## src/rtl/acc_exec_pkg.sv

```systemverilog
`timescale 1ns/1ps
package acc_exec_pkg;
   typedef enum logic [2:0] {
      OP_IDLE     = 3'd0,
      OP_ACC_ZERO = 3'd1,
      OP_REG_ZERO = 3'd2,
      OP_REG_INV  = 3'd3,
      OP_BIT_SKIP = 3'd4
   } acc_op_e;

   typedef struct packed {
      logic acc_we;
      logic reg_we;
      logic flag_we;
      logic flag_val;
      logic skip_hit;
   } acc_ctl_t;
endpackage

```

## src/rtl/acc_exec_rf.sv

```systemverilog
`timescale 1ns/1ps
module acc_exec_rf #(
   parameter int unsigned DATA_W  = 8,
   parameter int unsigned ADDR_W  = 5,
   parameter int unsigned RST_MUL = 0,
   parameter int unsigned RST_XOR = 0
) (
   input  logic              clk,
   input  logic              rst_n,
   input  logic              wr_en,
   input  logic [ADDR_W-1:0] wr_addr,
   input  logic [DATA_W-1:0] wr_data,
   input  logic [ADDR_W-1:0] ra_addr,
   output logic [DATA_W-1:0] ra_data,
   input  logic [ADDR_W-1:0] rb_addr,
   output logic [DATA_W-1:0] rb_data
);
   localparam int unsigned DEPTH = 1 << ADDR_W;

   logic [DEPTH*DATA_W-1:0] flat;

   for (genvar i = 0; i < DEPTH; i++) begin : g_ent
      localparam int unsigned  RV_I = (i * RST_MUL) ^ RST_XOR;
      localparam logic [31:0]  RV_V = RV_I;
      localparam logic [DATA_W-1:0] RV = RV_V[DATA_W-1:0];
      logic [DATA_W-1:0] q;
      always_ff @(posedge clk or negedge rst_n) begin
         if (!rst_n)
            q <= RV;
         else if (wr_en && (wr_addr == ADDR_W'(i)))
            q <= wr_data;
      end
      assign flat[i*DATA_W +: DATA_W] = q;
   end

   assign ra_data = flat[ra_addr*DATA_W +: DATA_W];
   assign rb_data = flat[rb_addr*DATA_W +: DATA_W];
endmodule

```

## src/rtl/acc_exec_alu.sv

```systemverilog
`timescale 1ns/1ps
module acc_exec_alu
   import acc_exec_pkg::*;
#(
   parameter int unsigned DATA_W = 8,
   parameter int unsigned BIT_W  = 3
) (
   input  acc_op_e           op,
   input  logic [DATA_W-1:0] operand,
   input  logic [BIT_W-1:0]  bit_sel,
   input  logic              dest_reg,
   output logic [DATA_W-1:0] result,
   output acc_ctl_t          ctl
);
   always_comb begin
      result = '0;
      ctl    = '0;
      unique case (op)
         OP_ACC_ZERO: begin
            ctl.acc_we   = 1'b1;
            ctl.flag_we  = 1'b1;
            ctl.flag_val = 1'b1;
         end
         OP_REG_ZERO: begin
            ctl.reg_we   = 1'b1;
            ctl.flag_we  = 1'b1;
            ctl.flag_val = 1'b1;
         end
         OP_REG_INV: begin
            result       = ~operand;
            ctl.acc_we   = ~dest_reg;
            ctl.reg_we   = dest_reg;
            ctl.flag_we  = 1'b1;
            ctl.flag_val = (result == '0);
         end
         OP_BIT_SKIP: begin
            ctl.skip_hit = operand[bit_sel];
         end
         default: ;
      endcase
   end
endmodule

```

## src/rtl/acc_exec_skip.sv

```systemverilog
`timescale 1ns/1ps
module acc_exec_skip (
   input  logic clk,
   input  logic rst_n,
   input  logic issue,
   input  logic hit,
   output logic flush
);
   always_ff @(posedge clk or negedge rst_n) begin
      if (!rst_n) flush <= 1'b0;
      else        flush <= issue & hit;
   end
endmodule

```

## src/rtl/acc_exec_unit.sv

```systemverilog
`timescale 1ns/1ps
module acc_exec_unit
   import acc_exec_pkg::*;
#(
   parameter int unsigned DATA_W  = 8,
   parameter int unsigned ADDR_W  = 5,
   parameter int unsigned RST_MUL = 0,
   parameter int unsigned RST_XOR = 0
) (
   input  logic              clk,
   input  logic              rst_n,
   input  logic              op_valid,
   input  logic [2:0]        op_code,
   input  logic [ADDR_W-1:0] op_addr,
   input  logic [$clog2(DATA_W)-1:0] op_bit,
   input  logic              op_dest,
   input  logic [ADDR_W-1:0] rd_addr,
   output logic [DATA_W-1:0] rd_data,
   output logic [DATA_W-1:0] acc_out,
   output logic              zero_flag,
   output logic              skip_flush
);
   localparam int unsigned BIT_W = $clog2(DATA_W);

   if (DATA_W != (1 << BIT_W)) begin : g_bad_width
      $error("acc_exec_unit: DATA_W must be a power of two");
   end
   if (ADDR_W < 1 || ADDR_W > 8) begin : g_bad_addr
      $error("acc_exec_unit: ADDR_W out of range");
   end

   logic [DATA_W-1:0] operand;
   logic [DATA_W-1:0] result;
   acc_ctl_t          ctl;
   logic              issue;

   assign issue = op_valid & ~skip_flush;

   acc_exec_rf #(
      .DATA_W(DATA_W), .ADDR_W(ADDR_W),
      .RST_MUL(RST_MUL), .RST_XOR(RST_XOR)
   ) u_rf (
      .clk(clk), .rst_n(rst_n),
      .wr_en(issue & ctl.reg_we), .wr_addr(op_addr), .wr_data(result),
      .ra_addr(op_addr), .ra_data(operand),
      .rb_addr(rd_addr), .rb_data(rd_data)
   );

   acc_exec_alu #(.DATA_W(DATA_W), .BIT_W(BIT_W)) u_alu (
      .op(acc_op_e'(op_code)), .operand(operand), .bit_sel(op_bit),
      .dest_reg(op_dest), .result(result), .ctl(ctl)
   );

   acc_exec_skip u_skip (
      .clk(clk), .rst_n(rst_n), .issue(issue), .hit(ctl.skip_hit),
      .flush(skip_flush)
   );

   always_ff @(posedge clk or negedge rst_n) begin
      if (!rst_n) begin
         acc_out   <= '0;
         zero_flag <= 1'b0;
      end else if (issue) begin
         if (ctl.acc_we)  acc_out   <= result;
         if (ctl.flag_we) zero_flag <= ctl.flag_val;
      end
   end
endmodule

```

## config.mk

```make
export PLATFORM = sky130hd
export DESIGN_NAME = acc_exec_unit
export DESIGN_NICKNAME = d
export VERILOG_FILES = /design/src/rtl/acc_exec_pkg.sv /design/src/rtl/acc_exec_rf.sv /design/src/rtl/acc_exec_alu.sv /design/src/rtl/acc_exec_skip.sv /design/src/rtl/acc_exec_unit.sv
export SDC_FILE = /design/constraint.sdc
export NUM_CORES = 1
export LEC_CHECK = 0
export BUFFER_PORTS_ARGS = -buffer_cell sky130_fd_sc_hd__buf_4
export CAP_MARGIN = 25
export CELL_PAD_IN_SITES_DETAIL_PLACEMENT = 1
export CELL_PAD_IN_SITES_GLOBAL_PLACEMENT = 1
export CORE_UTILIZATION = 45
export CTS_BUF_LIST = sky130_fd_sc_hd__clkbuf_4 sky130_fd_sc_hd__clkbuf_8
export DETAILED_ROUTE_END_ITERATION = 12
export GPL_ROUTABILITY_DRIVEN = 0
export PLACE_DENSITY_LB_ADDON = 0.15
export SETUP_SLACK_MARGIN = 0.5
export SLEW_MARGIN = 20
export SYNTH_ARGS = -nofsm -noshare
export SYNTH_HDL_FRONTEND = slang
export SYNTH_SLANG_ARGS = --single-unit
```

## constraint.sdc

```tcl
create_clock -name clk -period 2.8 [get_ports clk]
set_input_delay 0.14 -clock clk [delete_from_list [all_inputs] [get_ports clk]]
set_output_delay 0.14 -clock clk [all_outputs]
set_load 0.005 [all_outputs]
```

==> flow_summary_export.csv <==
group,metric,value,unit
floorplan,fp.dieW,182.9,um
synth,synth_area_leaders,"dfrtp_1 (45%), mux2_2 (21%), mux4_2 (17%)",
power,leakagePower,8.351,nW
worst_setup_path,cp_cell_sequence,"mux4_2, mux4_2, mux2_4, buf_6",
synth,postSynthCellCount,1013,
routing,post-route-drc-count,0,
floorplan,core,31880,sq um
grt,antenna_found_initial,1,
timing,grt_setup_unrepaired,"yes",
worst_setup_path,start_kind,"flip-flop",
synth,synth_simple_gate_area_frac,0.05233,
synth,syn-num-nets,1033,
grt,grtUsageTotal,0.2968,
worst_setup_path,crit_arrival,2.44,ns
layout,area_delta_synth_final,21.93,%
layout,fin_nets,1195,
floorplan,start_util,0.4620,
timing,max_clock_freq,0.3883,GHz
routing,wl,48750,um
worst_setup_path,critPathMaxFanout,2,
synth,syn_avg_cell_area,14.54,sq um
routing,wl_per_cell,29.62,um
synth,yosys.cell_count.top_type,"mux2_2",
synth,ys_warn_count,0,
clocking,numCtsBuffers,48,
grt,first_global_vias,10989,
timing,hold_ws,0.06942,ns
timing,min_period,2.575,ns
layout,antenna_cells,0,
worst_setup_path,crit_slowest_cell,"mux4_2",
synth,synth_xor_area_frac,0,
clocking,cts_tree,"done",
routing,route.vias.total,10267,
floorplan,die_y,182.9,um
timing,worst_pin_slew,0.7513,ns
synth,ys_seq_area_frac,0.4519,
timing,finalMaxSlewViolations,0,
synth,synth_top_area_share,0.4519,
synth,synth_top_family_by_area,"multiplexers",
placed_design,dp_hpwl,30960,um
run_status,status,"finished clean",
worst_setup_path,reg2reg_slack,0.43,ns
timing,tns,0,ns
synth,yosys_register_bits,266,
clocking,clkSlewWorstSetupHoldPaths,0.06,ns
job,cap_violations,0,
routing,firstDrtPassIters,5,
routing,viasPerCell,6.238,
worst_hold_path,hold_class,"input pin to flip-flop",
synth,synth_compound_area_frac,0.04485,
clocking,htreeDepth,2,
placed_design,dpl_cell_area,15760,sq um
timing,slew_headroom,0.4992,
synth,synth_cell_types,62,
floorplan,rows,65,
synth,synthArstFlopShare,1.000,
routing,antenna_left,0,
timing,post-route-period-util,0.9197,
power,powerDensity,497.4,nW/um^2
power,vdd_drop_max,0.3223,mV
synth,yosys.area_share.adder,0,
layout,fillers,3092,
synth,synth_edf_count,0,
routing,first_iter_violations,818,
grt,grt.overflow.total,0,
synth,synth.cell_area,14730,sq um
clocking,clockBufferDepth,3,
timing,setup_viol,0,
clocking,root_buffer,"clkbuf_8",
synth,ys_top_cells_by_count,"mux2_2 (272), dfrtp_1 (266), mux4_2 (114)",
layout,drive_gt1_frac,0.6061,
worst_setup_path,crit_top_cell,"mux4_2",
synth,synthMuxAreaShare,0.4145,
layout,multiInputGateArea,7901,sq um
grt,grt_max_degree,81,
floorplan,die_area,33460,sq um
worst_setup_path,path_class,"flip-flop to output port",
timing,fin_skew,0.03574,ns
placed_design,io_buffers,37,
floorplan,ios,38,
layout,ff_latch_area,6656,sq um
clocking,clk_latency,0.58,ns
synth,synth_top_cell_by_area,"dfrtp_1",
worst_setup_path,crit_path_end_kind,"output port",
layout,final_cell_area,17960,sq um
synth,synthFlopType,"dfrtp_1",
worst_setup_path,crit_required,2.66,ns
clocking,cts.sinks,266,
grt,grt_first_pass_wirelength,72420,um
worst_setup_path,cp_slowest_stage_delay,0.53,ns
timing,hold_viol,0,
## path summary, 6_finish.rpt
| kind | startpoint | cells past startpoint | end |
|---|---|---|---|
| worst max-delay path | u_rf.g_ent[14].q[3] | 4 | rd_data[3] |
| worst min-delay path | op_code[2] | 4 | u_skip.flush |
| worst max register to register | u_rf.g_ent[14].q[3] | 10 | u_rf.g_ent[26].q[3] |
| worst min register to register | acc_out[0] | 2 | acc_out[0] |
| max in group asynchronous | rst_n | 3 | u_rf.g_ent[30].q[7] |
| min in group asynchronous | rst_n | 2 | u_rf.g_ent[17].q[1] |
## report_power, final
group	switching, mW	internal, mW	total, mW
registers	0.0565	3.92	3.98
clock network	1.70	2.32	4.02
logic	0.536	0.406	0.941
## critical path, delay by kind of cell (launching register included)
kind | cells | cell delay, ns
buffers and inverters | 1 | 0.12
DFF | 1 | 0.41
muxes | 3 | 1.33
## stage by stage
| step | worst slack [ns] | total power [mW] | cells | util |
|---|---|---|---|---|
| after floorplan | 0.6560 | 4.503 | 1013 | - |
| after global placement | -0.07462 | 4.848 | 1480 | 0.4941 |
| after detailed placement | -0.09547 | 4.864 | 1480 | 0.4943 |
| after CTS | 0.2344 | 8.944 | 1620 | 0.5487 |
| after global routing | 0.2042 | 9.234 | 1646 | 0.5633 |
| final | 0.2247 | 8.933 | 1646 | 0.5633 |
## cells in the final DEF, fill, tap and decap left out, types with 3 or more instances in the layout
cell,instances
o22ai_1,4
nor2_1,21
o21ai_0,5
nand2_2,9
clkbuf_8,67
a21oi_1,12
inv_1,3
a221oi_2,3
dlygate4sd3_1,5
mux2_4,17
o31ai_1,8
nor2b_1,11
nor2_4,13
nand2b_1,11
o21bai_1,3
a221o_1,4
dfrtp_1,266
nor3_2,3
nor3_1,5
clkinv_2,10
nor2_2,6
nor4_1,4
mux4_2,114
nand4_1,5
or2_4,4
mux2_2,256
buf_12,17
a221oi_1,5
or3_1,5
a211oi_1,8
buf_4,147
mux2i_1,26
and2b_4,5
clkbuf_4,8
nand2_1,26
buf_6,19
nand3_1,7
mux2_1,18
## cell type report
| type | count | area share |
|---|---|---|
| inverter | 6 | 0.001254 |
| clock buffer | 75 | 0.05469 |
| multi-input combinational | 662 | 0.4399 |
| timing repair buffer | 191 | 0.09872 |
| sequential | 266 | 0.3706 |
| clock inverter | 11 | 0.004459 |
| tap | 435 | 0.03031 |
## metal layers
layer	up-vias	global-route usage	routed length, um
met3	104	0.04964	2802
met5	-	0.01333	58
li1	4238	-	-
met4	2	0.09600	1544
met1	5522	0.4173	21000
met2	401	0.4694	23350
## registers in the layout, summed over array words and instances, names as in the netlist
signal        flops
u_rf.g_ent.q    256
acc_out           8
u_skip.flush      1
zero_flag         1
## cells by family (layout without fill, tap and decap cells)
family                 Yosys count  count (layout)
buffers and inverters           90             283
flip-flops                     266             266
AND/OR/NAND/NOR                146             151
AO/OA/AOI/OAI                   80              80
multiplexers                   431             431
## timing repair
item / in CTS / in global routing
endpoints found under the setup margin: 219 / 232
buffers inserted: 45 / 21
cloned: 4 / 5
endpoints found under the hold margin: 112 / 0
resized for setup: 58 / 41
hold buffers: 5 / 0
pin swaps: 6 / 18
No activity file was read; power rests on OpenSTA's default activity.
